$ cat src/rtl/nma_pkg.sv
package nma_pkg;
   typedef enum logic [1:0] {
      NMA_BIN  = 2'b00,
      NMA_DEC  = 2'b01,
      NMA_LANE = 2'b10,
      NMA_BIN2 = 2'b11
   } nma_mode_e;
endpackage

$ cat src/rtl/nma_nibble_cell.sv
module nma_nibble_cell
   import nma_pkg::*;
#(
   parameter int NIB_W = 4
) (
   input  logic [1:0]       mode,
   input  logic [NIB_W-1:0] a,
   input  logic [NIB_W-1:0] b,
   input  logic             cin,
   output logic [NIB_W-1:0] sum,
   output logic             cout,
   output logic             clamp
);
   localparam int RAW_W = NIB_W + 1;
   localparam logic [RAW_W-1:0] DEC_LIMIT = RAW_W'(9);
   localparam logic [RAW_W-1:0] DEC_CORR  = RAW_W'((1 << NIB_W) - 10);

   logic [RAW_W-1:0] raw;
   logic [RAW_W-1:0] corrected;

   always_comb begin
      raw       = {1'b0, a} + {1'b0, b} + {{NIB_W{1'b0}}, cin};
      corrected = raw + DEC_CORR;
   end

   always_comb begin
      sum   = raw[NIB_W-1:0];
      cout  = raw[NIB_W];
      clamp = 1'b0;
      unique case (mode)
         NMA_DEC: begin
            if (raw > DEC_LIMIT) begin
               sum  = corrected[NIB_W-1:0];
               cout = 1'b1;
            end else begin
               cout = 1'b0;
            end
         end
         NMA_LANE: begin
            clamp = raw[NIB_W];
            cout  = 1'b0;
            if (raw[NIB_W]) sum = '1;
         end
         default: begin
         end
      endcase
   end
endmodule

$ cat src/rtl/nma_datapath.sv
module nma_datapath
   import nma_pkg::*;
#(
   parameter int LANES = 8,
   parameter int NIB_W = 4,
   localparam int WORD_W = LANES * NIB_W
) (
   input  logic [1:0]        mode,
   input  logic [WORD_W-1:0] op_a,
   input  logic [WORD_W-1:0] op_b,
   output logic [WORD_W-1:0] sum,
   output logic              dec_carry,
   output logic [LANES-1:0]  clamp
);
   logic [LANES:0] chain;

   assign chain[0] = 1'b0;

   for (genvar gi = 0; gi < LANES; gi++) begin : g_cell
      nma_nibble_cell #(.NIB_W(NIB_W)) u_cell (
         .mode  (mode),
         .a     (op_a[gi*NIB_W +: NIB_W]),
         .b     (op_b[gi*NIB_W +: NIB_W]),
         .cin   (chain[gi]),
         .sum   (sum[gi*NIB_W +: NIB_W]),
         .cout  (chain[gi+1]),
         .clamp (clamp[gi])
      );
   end

   assign dec_carry = (mode == NMA_DEC) ? chain[LANES] : 1'b0;
endmodule

$ cat src/rtl/nma_out_stage.sv
module nma_out_stage #(
   parameter int LANES = 8,
   parameter int NIB_W = 4,
   localparam int WORD_W = LANES * NIB_W
) (
   input  logic              clk,
   input  logic              rst_n,
   input  logic              load,
   input  logic [WORD_W-1:0] d_sum,
   input  logic              d_carry,
   input  logic [LANES-1:0]  d_clamp,
   output logic              q_valid,
   output logic [WORD_W-1:0] q_sum,
   output logic              q_carry,
   output logic [LANES-1:0]  q_clamp
);
   always_ff @(posedge clk or negedge rst_n) begin
      if (!rst_n) begin
         q_valid <= 1'b0;
         q_sum   <= '0;
         q_carry <= 1'b0;
         q_clamp <= '0;
      end else begin
         q_valid <= load;
         if (load) begin
            q_sum   <= d_sum;
            q_carry <= d_carry;
            q_clamp <= d_clamp;
         end
      end
   end
endmodule

$ cat src/rtl/nibble_mode_adder.sv
module nibble_mode_adder #(
   parameter int LANES = 8,
   parameter int NIB_W = 4,
   localparam int WORD_W = LANES * NIB_W
) (
   input  logic              clk,
   input  logic              rst_n,
   input  logic              in_valid,
   input  logic [1:0]        mode,
   input  logic [WORD_W-1:0] op_a,
   input  logic [WORD_W-1:0] op_b,
   output logic              out_valid,
   output logic [WORD_W-1:0] result,
   output logic              dec_carry,
   output logic [LANES-1:0]  sat_mask
);
   if (NIB_W != 4) begin : g_bad_nib
      $error("nibble_mode_adder: decimal digits need NIB_W of 4");
   end
   if (LANES < 1) begin : g_bad_lanes
      $error("nibble_mode_adder: LANES must be at least 1");
   end

   logic [WORD_W-1:0] c_sum;
   logic              c_carry;
   logic [LANES-1:0]  c_clamp;

   nma_datapath #(.LANES(LANES), .NIB_W(NIB_W)) u_dp (
      .mode      (mode),
      .op_a      (op_a),
      .op_b      (op_b),
      .sum       (c_sum),
      .dec_carry (c_carry),
      .clamp     (c_clamp)
   );

   nma_out_stage #(.LANES(LANES), .NIB_W(NIB_W)) u_out (
      .clk     (clk),
      .rst_n   (rst_n),
      .load    (in_valid),
      .d_sum   (c_sum),
      .d_carry (c_carry),
      .d_clamp (c_clamp),
      .q_valid (out_valid),
      .q_sum   (result),
      .q_carry (dec_carry),
      .q_clamp (sat_mask)
   );
endmodule

$ cat config.mk
export PLATFORM = sky130hd
export DESIGN_NAME = nibble_mode_adder
export DESIGN_NICKNAME = d
export VERILOG_FILES = /design/src/rtl/nma_pkg.sv /design/src/rtl/nma_nibble_cell.sv /design/src/rtl/nma_datapath.sv /design/src/rtl/nma_out_stage.sv /design/src/rtl/nibble_mode_adder.sv
export SDC_FILE = /design/constraint.sdc
export NUM_CORES = 1
export LEC_CHECK = 0
export ABC_AREA = 1
export BUFFER_PORTS_ARGS = -buffer_cell sky130_fd_sc_hd__clkbuf_2
export CAP_MARGIN = 5
export CORE_MARGIN = 5
export CORE_UTILIZATION = 25
export DETAILED_ROUTE_END_ITERATION = 10
export GPL_ROUTABILITY_DRIVEN = 0
export SLEW_MARGIN = 20
export SYNTH_ARGS = -nofsm -noshare
export SYNTH_HDL_FRONTEND = slang
export SYNTH_SLANG_ARGS = --single-unit
$ cat constraint.sdc
create_clock -name clk -period 0.8 [get_ports clk]
set_input_delay 0.16 -clock clk [delete_from_list [all_inputs] [get_ports clk]]
set_output_delay 0.16 -clock clk [all_outputs]
set_load 0.03 [all_outputs]
==> impl_results.md, run 1 <==
* Status: finished with violations
* Failing checks: setup timing
* Worst EP arrival at 11.98 ns
* Launching point of the worst reg2reg path: u_out.q_sum[16]
* Leakage at 4.28 nW
* Vias in the first global route at 5745
* Gr usage total at 19.6%
* Initial core utilization at 25.6%
* Setup violators final at 83
* CTS Sinks at 42
* DRC Markers at 0
* RSZ-0062 raised after global routing: true
* Crit end category: flop
* Leading cell type in the layout, fill and taps excluded: buf_4
* Die width at 138 um
* Syn nets at 706
* Avg Inst Size Synth at 6.98 um^2
* Fin nets at 1070
* Highest Clock Rate at 0.0848 GHz
* Max-Slew Margin vs Limit at 70.0%
* Placed instance area at 0.00598 mm^2
* Worst Setup SP: op_a[0]
* Met2 routed WL at 9.82 mm
* Global route total overflow at 0
* CP Class: input port to flop
* Mapped Cells at 586
* WL met3 at 991 um
* Largest net degree at the start of global routing at 43
* DP Worst Slack at -11.23 ns
* Post-route clock period utilization at 1470%
* Antenna diodes at 0
* Post-synthesis sequential area ratio at 25.7%
* Clock root cell: clkbuf_16
* Number of synthesized register bits at 42
* R2R Setup Slk at -0.05 ns
* Most frequent cells in the layout: buf_4, nand2_1, clkbuf_2
* DRT iter0 DRCs at 222
* Die Ht at 138 um
* Max Buffers Root-to-Sink at 2
* Hold endpoint: u_out.q_valid
* Yosys cell types at 42
* Reg clk slew, reported paths at 0.06 ns
* Launch point of the worst hold path: in_valid
* Tot Pwr at 0.0151 W
* Fin worst setup slack at -11.00 ns
* Clk_lat worst skew at 0.30 ns
* I/O pins at 111
* Layout area overhead at 100%
* Die ar. at 0.0190 mm^2
* Detailed Routing Iterations Pass 1 at 5
* Max Cap Viol at 0
* Post-DR wirelength/cell at 16.2 um
* R2R depth at 2
* Core Area at 0.0159 mm^2
* Required time worst endpoint at 0.99 ns
* Cell Area, Synth at 0.00409 mm^2
* Pwr dens at 1850 mW/mm^2
* Slew @ Worst Pin at 0.445 ns
* Final Hold Viols at 0
* Initial antenna violation count at 1
* Final min period at 11.80 ns
* CTS buffer count at 5
* Hold depth at 3
* Layout cells sized above 1 at 55.0%
* Synth area leaders: dfrtp_1, nand2_1, ha_1, inv_1, fa_1
* CP max stage cell: fa_2
* H-tree levels at 2
* YS warnings at 0
* Startpoint Class: input port
* Crit Path Max Fanout at 4
* DRT met1 WL at 7.37 mm
* Register area at 0.00105 mm^2
* DR vias/cell at 4.69
* Top routing layer in use: met5
* HPWL after DPL at 11.4 mm
* Total number of vias at 5464
* Setup_tns at -262.20 ns
* CP max stage delay at 0.47 ns
* Peak supply drop at 0.00109 V
* Setup Skew at 0 ns
* CP dominant cell by count: inv_2
* Hold crit path type: input port to flop
* FP Rows at 46
* Drt total wl at 18.8 mm
* First-pass GRT wire length at 28.8 mm
* Footprint of the multi-input gates at 0.00318 mm^2
* Synth area leader: dfrtp_1
* Final Max Slew Viols at 0
* Final antenna-violating net count at 0
* Worst r2r dst: u_out.q_sum[16]
* Yosys top cell area share at 25.7%
* Cell area after layout at 0.00818 mm^2
* # fillers at 1479
* Port-buffer cells at 110
* TritonCTS clock tree: done
-- metrics by stage --
stage | instances | hold WS, ns | util, %
after floorplan | 586 | -0.136 | -
after global placement | 1010 | 0.170 | 37.5
after detailed placement | 1010 | 0.172 | 37.5
after CTS | 1143 | 0.264 | 48.6
after global routing | 1165 | 0.271 | 51.3
final | 1165 | 0.274 | 51.3
-- sequential cells by signal (all words and copies together), names as in the netlist --
register,count
u_out.q_sum,32
u_out.q_clamp,8
u_out.q_carry,1
u_out.q_valid,1
-- logic make-up after synthesis --
family | share of synthesized area [%]
adder cells (fa/ha/maj) | 18.4
AO/OA/AOI/OAI | 14.8
buffers and inverters | 10.8
XOR/XNOR | 2.11
AND/OR/NAND/NOR | 28.2
flip-flops | 25.7
-- how the worst max path moves through the flow --
stage | endpoint | slack (ns) | cells past startpoint
floorplan | u_out.q_sum[29] | -10.56 | 85
global placement | u_out.q_sum[29] | -11.01 | 83
detailed placement | u_out.q_sum[30] | -11.23 | 85
CTS | u_out.q_sum[30] | -10.52 | 86
global route | u_out.q_sum[30] | -11.62 | 85
finish | u_out.q_sum[29] | -11.00 | 84
-- layer usage --
metal | GRT usage [%] | vias to the layer above
met5 | 0 | -
met4 | 8.40 | 2
met3 | 4.54 | 54
met2 | 35.3 | 175
met1 | 22.1 | 2600
li1 | - | 2633
-- Yosys cell counts --
cell           number
nand4_1             5
ha_1               36
nand3_2             2
o21ai_0            34
xor2_2              1
xnor2_1             4
a21o_1              2
nor3_1              5
o211ai_1            8
clkbuf_8            1
and2_1              1
o22ai_1             6
dfrtp_1            42
nand3b_1            3
nor2_1             22
a21boi_0            1
nor2_2              2
nand3b_4            1
o21ai_1             6
a22oi_1             1
clkbuf_1            9
a31oi_1             3
nand3_1            53
buf_1               2
buf_4               2
or2_0               1
or2_1               3
o31ai_1             5
nand2_1           165
fa_1               15
and2_4              1
o22a_1              1
xor2_1              4
o21bai_1            1
buf_2               2
nand2_2             2
a21oi_1            37
inv_2               2
inv_1              92
dlygate4sd1_1       1
o221ai_1            1
a31oi_2             1
-- cell type report --
cell class                 instances  share of cell area, %
inverter                          94                   4.44
timing repair buffer             374                   38.9
multi-input combinational        433                   38.8
clock buffer                       6                   1.70
tap                              216                   3.30
sequential                        42                   12.8
-- power by group --
group | total, W | internal [W] | leakage [nW] | switching, W
Combinational | 0.0102 | 0.00537 | 3.69 | 0.00479
Clock | 0.00213 | 0.00121 | 0.0688 | 0.000923
Sequential | 0.00285 | 0.00249 | 0.524 | 0.000356
Total | 0.0151 | 0.00907 | 4.28 | 0.00607
-- timing repair --
| item | CTS | global route |
|---|---|---|
| gates cloned | 0 | 0 |
| endpoints found under the setup margin | 83 | 83 |
| hold buffers | 1 | 0 |
| buffers inserted | 136 | 52 |
| gates resized for setup | 171 | 96 |
| pin swaps | 73 | 74 |
| endpoints found under the hold margin | 42 | 0 |
-- critical path, delay by kind of cell --
| family | cells | cell delay [ns] |
|---|---|---|
| buf+inv | 19 | 1.36 |
| compound gates | 6 | 0.62 |
| simple gates | 37 | 3.48 |
| fa+ha+maj | 19 | 5.85 |
| xor+xnor | 3 | 0.54 |
(Power assumes the default switching activity.)
==> run 2: changes to the inputs <==
--- a/config.mk
+++ b/config.mk
@@ -12,7 +12,9 @@
 export CORE_UTILIZATION = 25
 export DETAILED_ROUTE_END_ITERATION = 10
 export GPL_ROUTABILITY_DRIVEN = 0
+export SKIP_LAST_GASP = 1
 export SLEW_MARGIN = 20
 export SYNTH_ARGS = -nofsm -noshare
 export SYNTH_HDL_FRONTEND = slang
 export SYNTH_SLANG_ARGS = --single-unit
+export TNS_END_PERCENT = 50
==> constraint.sdc (replaced) <==
create_clock -name clk -period 0.8 [get_ports clk]
set_input_delay 0.16 -clock clk [delete_from_list [all_inputs] [get_ports clk]]
set_output_delay 0.16 -clock clk [all_outputs]
set_load 0.01 [all_outputs]
==> run 2 against run 1 <==
  * The run still ends with setup timing left
  * Count of clock-buffer cells in the layout increased by 1
  * Clock power grew 4%
  * Critical path depth rose by 10
  * Critical path type unchanged
  * Critical endpoint is now u_out.q_sum[14]
  * Largest cell class is now multi-input combinational cells
==> impl_results.md, run 2 (synthesis gave the netlist of run 1 again) <==
* Crit Path Max Fanout at 3 (was 4)
* Most frequent cells in the layout: buf_4, nand2_1, clkbuf_2 (unchanged)
* Failing checks: setup timing (unchanged)
* Startpoint Class: input port (unchanged)
* Pwr dens at 1750 mW/mm^2 (was 1850 mW/mm^2)
* Largest net degree at the start of global routing at 43 (unchanged)
* Share of total power in sequential cells at 21.0% (was 18.8%)
* Register area at 0.00105 mm^2 (unchanged)
* Core Area at 0.0159 mm^2 (unchanged)
* Fin worst setup slack at -10.97 ns (was -11.00 ns)
* Initial antenna violation count at 0 (was 1)
* Gr usage total at 17.6% (was 19.6%)
* Die Ht at 138 um (unchanged)
* CP dominant cell by count: buf_4 (was inv_2)
* Global route total overflow at 0 (unchanged)
* HPWL after DPL at 11.3 mm (was 11.4 mm)
* Final min period at 11.77 ns (was 11.80 ns)
* DRT iter0 DRCs at 244 (was 222)
* Delay-heaviest family, CP: buffers and inverters (was adder cells)
* Leading cell type in the layout, fill and taps excluded: buf_4 (unchanged)
* Footprint of the multi-input gates at 0.00313 mm^2 (was 0.00318 mm^2)
* Fin nets at 1035 (was 1070)
* CP max stage delay at 0.45 ns (was 0.47 ns)
* Placed cells at 1018 (was 1010)
* I/O pins at 111 (unchanged)
* CP Buf/Inv Count at 60 (was 19)
* Cell internal pwr at 0.00785 W (was 0.00907 W)
* Switching Power at 0.00504 W (was 0.00607 W)
* CP Class: input port to flop (unchanged)
* Final Max Slew Viols at 0 (unchanged)
* Die width at 138 um (unchanged)
* Post-DR wirelength/cell at 14.9 um (was 16.2 um)
* Crit end category: flop (unchanged)
* Combinational group share of total power at 61.9% (was 67.1%)
* # fillers at 1597 (was 1479)
* Max-Slew Margin vs Limit at 79.2% (was 70.0%)
* Setup violators final at 83 (unchanged)
* Highest Clock Rate at 0.0849 GHz (was 0.0848 GHz)
* Drt total wl at 16.9 mm (was 18.8 mm)
* Max Cap Viol at 0 (unchanged)
* TritonCTS clock tree: done (unchanged)
* Largest regs: u_out.q_sum: 32 flops, u_out.q_clamp: 8 flops (unchanged)
* Worst EP arrival at 12.02 ns (was 11.98 ns)
* Total number of vias at 5163 (was 5464)
* CTS Sinks at 42 (unchanged)
* Hold crit path type: input port to flop (unchanged)
* Setup Skew at 0 ns (unchanged)
* CTS buffer count at 5 (unchanged)
* Clk_lat worst skew at 0.30 ns (about the same)
* Required time worst endpoint at 1.04 ns (was 0.99 ns)
* Port-buffer cells at 110 (unchanged)
* Leakage at 3.95 nW (was 4.28 nW)
* Clock root cell: clkbuf_16 (unchanged)
* Max Buffers Root-to-Sink at 2 (unchanged)
* FP Rows at 46 (unchanged)
* Sw Share at 39.1% (was 40.1%)
* RSZ-0062 raised after global routing: true (unchanged)
* Tot Pwr at 0.0129 W (was 0.0151 W)
* Largest register FFs at 32 (unchanged)
* Initial core utilization at 25.6% (unchanged)
* H-tree levels at 2 (unchanged)
* Final antenna-violating net count at 0 (unchanged)
* Detailed Routing Iterations Pass 1 at 5 (unchanged)
* Post-route clock period utilization at 1470% (about the same)
* Vias in the first global route at 5281 (was 5745)
* DRC Markers at 0 (unchanged)
* R2R Setup Slk at 0.06 ns (was -0.05 ns)
* Clock power share at 17.1% (was 14.1%)
* Layout area overhead at 80.1% (was 100%)
* Slew @ Worst Pin at 0.309 ns (was 0.445 ns)
* Antenna diodes at 0 (unchanged)
* DR vias/cell at 4.56 (was 4.69)
* CP max stage cell: fa_2 (unchanged)
* Status: finished with violations (unchanged)
* Peak supply drop at 0.000859 V (was 0.00109 V)
* First-pass GRT wire length at 26.2 mm (was 28.8 mm)
* Final Hold Viols at 0 (unchanged)
* Die ar. at 0.0190 mm^2 (unchanged)
* Largest reg by FF count: u_out.q_sum (unchanged)
* Final cell count without fillers at 1132 (was 1165)
* Layout cells sized above 1 at 53.1% (was 55.0%)
* Reg clk slew, reported paths at 0.07 ns (was 0.06 ns)
run 2: cell count changes in the layout (fill, tap and decap cells not counted), moves of 4 or more:
cell	change
buf_6	-20
clkbuf_2	+42
buf_8	-40
nand3_2	+4
buf_4	-14
run 2: layout make-up:
class | instances | share of cell area [%]
Clock buffer | 7 | 1.94
Clock inverter | 1 | 0.0680
Inverter | 94 | 4.93
Multi-Input combinational cell | 433 | 42.5
Sequential cell | 42 | 14.3
Tap cell | 216 | 3.67
Timing Repair Buffer | 339 | 32.6
run 2: per-stage QoR:
step	worst slack, ns	utilization (%)	TNS (ns)	hold slack, ns	area [um^2]
2_1_floorplan	-10.58	-	-231.15	-0.136	4270
3_3_place_gp	-10.99	37.5	-249.29	0.173	5980
3_5_place_dp	-11.22	37.5	-253.46	0.171	5980
4_1_cts	-10.49	44.0	-248.08	0.339	7010
5_1_grt	-11.54	46.2	-276.59	0.370	7360
6_report	-10.97	46.2	-260.52	0.354	7360
run 2: per-layer routing:
metal	vias up	global-route usage (%)	routed length, um
li1	2561	-	-
met1	2392	22.0	7080
met2	175	30.9	8410
met3	35	2.87	953
met4	0	5.60	445
met5	-	0	0
run 2: worst register-to-register path, stage by stage, from the launching register on:
cell and delay, ns:
dfrtp_1 0.38, nor2_1 0.16, nor2_1 0.09
run 2: worst paths after layout:
path | startpoint | end | depth (start not counted)
max reg2reg | u_out.q_sum[23] | u_out.q_sum[23] | 2
min in group asynchronous | rst_n | u_out.q_sum[11] | 3
max | op_a[0] | u_out.q_sum[14] | 94
max in group asynchronous | rst_n | u_out.q_sum[4] | 3
min | in_valid | u_out.q_sum[24] | 4
min reg2reg | u_out.q_sum[21] | u_out.q_sum[21] | 2
run 2: timing repair:
item,in CTS,in global routing
hold buffers,1,0
hold endpoints to repair,42,0
pin swaps,36,79
gates resized for setup,53,72
setup endpoints to repair,83,83
buffers inserted,94,21
run 2: power groups by stage:
stage | Combinational [W] | Clock, W | Sequential (W)
global route | 0.00870 | 0.00233 | 0.00276
finish | 0.00798 | 0.00221 | 0.00271
global placement | 0.00562 | 0 | 0.00274
CTS | 0.00710 | 0.00223 | 0.00271
detailed placement | 0.00569 | 0 | 0.00274
floorplan | 0.00285 | 0 | 0.00289
==> run 3: changes to the inputs <==
--- a/config.mk
+++ b/config.mk
@@ -12,6 +12,7 @@
 export CORE_UTILIZATION = 25
 export DETAILED_ROUTE_END_ITERATION = 10
 export GPL_ROUTABILITY_DRIVEN = 0
+export SETUP_SLACK_MARGIN = 0.3
 export SKIP_LAST_GASP = 1
 export SLEW_MARGIN = 20
 export SYNTH_ARGS = -nofsm -noshare
==> run 3 against run 2 <==
  * The flow finishes with violations (hold timing, setup timing)
  * Combinational power rose by 18%
  * Non-clock buffer count rose by 45
  * Setup slack got worse by 0.16 ns
  * Via count rose by 8.9%
  * Register-to-register slack improved by 0.03 ns
  * Sequential share of layout area fell by 0.92 points
  * Largest power group unchanged
==> impl_results.md, run 3 (synthesis gave the netlist of run 1 again) <==
* FP Rows at 46 (unchanged)
* CP max stage cell: fa_2 (unchanged)
* Failing checks: hold timing, setup timing (was setup timing)
* Layout area overhead at 92.5% (was 80.1%)
* Peak supply drop at 0.00101 V (was 0.000859 V)
* Die ar. at 0.0190 mm^2 (unchanged)
* First-pass GRT wire length at 28.8 mm (was 26.2 mm)
* Die width at 138 um (unchanged)
* CP dominant cell by count: buf_4 (unchanged)
* Total number of vias at 5620 (was 5163)
* Die Ht at 138 um (unchanged)
* Initial antenna violation count at 1 (was 0)
* Largest register FFs at 32 (unchanged)
* Antenna diodes at 0 (unchanged)
* Highest Clock Rate at 0.0838 GHz (was 0.0849 GHz)
* Post-route clock period utilization at 1490% (was 1470%)
* Final cell count without fillers at 1175 (was 1132)
* Reg clk slew, reported paths at 0.07 ns (about the same)
* Initial core utilization at 25.6% (unchanged)
* Port-buffer cells at 110 (unchanged)
* Core Area at 0.0159 mm^2 (unchanged)
* DRC Markers at 0 (unchanged)
* CTS buffer count at 5 (unchanged)
* Global route total overflow at 0 (unchanged)
* Most frequent cells in the layout: buf_4, nand2_1, clkbuf_2 (unchanged)
* Clock root cell: clkbuf_16 (unchanged)
* Gr usage total at 19.6% (was 17.6%)
* # fillers at 1485 (was 1597)
* Final Max Slew Viols at 0 (unchanged)
* Worst EP arrival at 12.12 ns (was 12.02 ns)
* Vias in the first global route at 5795 (was 5281)
* Layout cells sized above 1 at 55.8% (was 53.1%)
* Largest reg by FF count: u_out.q_sum (unchanged)
* Startpoint Class: input port (unchanged)
* Crit end category: flop (unchanged)
* Leakage at 4.21 nW (was 3.95 nW)
* TritonCTS clock tree: done (unchanged)
* Fin worst setup slack at -11.13 ns (was -10.97 ns)
* Final Hold Viols at 42 (was 0)
* Max-Slew Margin vs Limit at 76.0% (was 79.2%)
* Drt total wl at 19.6 mm (was 16.9 mm)
* CP max stage delay at 0.45 ns (about the same)
* Setup violators final at 83 (unchanged)
* Post-DR wirelength/cell at 16.7 um (was 14.9 um)
* CP Class: input port to flop (unchanged)
* Status: finished with violations (unchanged)
* Clk_lat worst skew at 0.30 ns (about the same)
* I/O pins at 111 (unchanged)
* H-tree levels at 2 (unchanged)
* Detailed Routing Iterations Pass 1 at 5 (unchanged)
* Fin nets at 1080 (was 1035)
* Crit Path Max Fanout at 3 (unchanged)
* Final min period at 11.93 ns (was 11.77 ns)
* Pwr dens at 1810 mW/mm^2 (was 1750 mW/mm^2)
* Cell area after layout at 0.00787 mm^2 (was 0.00736 mm^2)
* Placed cells at 1010 (was 1018)
* Largest net degree at the start of global routing at 43 (unchanged)
* Placed instance area at 0.00598 mm^2 (about the same)
* Leading cell type in the layout, fill and taps excluded: buf_4 (unchanged)
* Largest regs: u_out.q_sum: 32 flops, u_out.q_clamp: 8 flops (unchanged)
* CTS Sinks at 42 (unchanged)
* Hold crit path type: input port to asynchronous set/reset pin (was input port to flop)
* Slew @ Worst Pin at 0.360 ns (was 0.309 ns)
* DR vias/cell at 4.78 (was 4.56)
* Min Hold Slack at -0.160 ns (was 0.354 ns)
* Required time worst endpoint at 0.99 ns (was 1.04 ns)
* DRT iter0 DRCs at 406 (was 244)
* Setup Skew at 0 ns (unchanged)
* Max Buffers Root-to-Sink at 2 (unchanged)
* RSZ-0062 raised after global routing: true (unchanged)
* Final antenna-violating net count at 0 (unchanged)
* HPWL after DPL at 11.4 mm (was 11.3 mm)
* Max Cap Viol at 0 (unchanged)
-- run 3: critical path, delay by kind of cell --
family / cells / cell delay (ns)
AND/OR/NAND/NOR: 16 / 1.42
AO/OA/AOI/OAI: 4 / 0.34
adder cells (fa/ha/maj): 10 / 2.78
XOR/XNOR: 2 / 0.40
buffers and inverters: 62 / 6.98
-- run 3: metrics by stage --
step	hold WS [ns]	utilization [%]	power (W)	worst slack, ns	TNS [ns]
after floorplan	-0.136	-	0.00579	-10.56	-230.52
after global placement	0.170	37.5	0.00833	-11.01	-249.37
after detailed placement	0.172	37.5	0.00837	-11.23	-253.46
after CTS	-0.143	46.7	0.0128	-10.53	-255.90
after global routing	-0.135	49.3	0.0151	-11.58	-283.52
final	-0.160	49.3	0.0143	-11.13	-266.47
-- run 3: layout make-up --
type                            count  area [um^2]  share of cell area, %
Multi-Input combinational cell    433         3200                   40.6
Timing Repair Buffer              384         2850                   36.2
Sequential cell                    42         1050                   13.4
Inverter                           94          363                   4.61
Tap cell                          216          270                   3.44
Clock buffer                        6          139                   1.77
-- run 3: power by group --
| part | total [W] | switching [W] | leakage, nW | internal [W] |
|---|---|---|---|---|
| clock network | 0.00215 | 0.000941 | 0.0688 | 0.00121 |
| registers | 0.00271 | 0.000218 | 0.524 | 0.00249 |
| logic | 0.00940 | 0.00444 | 3.61 | 0.00496 |
| total | 0.0143 | 0.00560 | 4.21 | 0.00866 |
-- run 3: final timing paths --
| kind | endpoint | slack [ns] | cells past startpoint | from |
|---|---|---|---|---|
| min reg2reg | u_out.q_sum[26] | 0.48 | 2 | u_out.q_sum[26] |
| max | u_out.q_sum[14] | -11.13 | 94 | op_a[0] |
| min | u_out.q_sum[10] | -0.16 | 2 | rst_n |
| min in group clk | u_out.q_valid | 0.27 | 3 | in_valid |
| max reg2reg | u_out.q_sum[17] | 0.09 | 2 | u_out.q_sum[17] |
| max in group asynchronous | u_out.q_sum[31] | 0.73 | 2 | rst_n |
-- run 3: what timing repair did --
item                                   CTS  global route
gates resized for setup                 81            68
pin swaps                               61            87
setup endpoints to repair               83            83
endpoints found under the hold margin   42            42
gates cloned                             0             0
setup buffers                          137            22
-- run 3: routing by layer --
metal  global-route usage, %  routed length, um
met5                       0                 12
met4                    9.39                931
met3                    4.54               1250
met2                    35.1               9930
met1                    21.9               7510
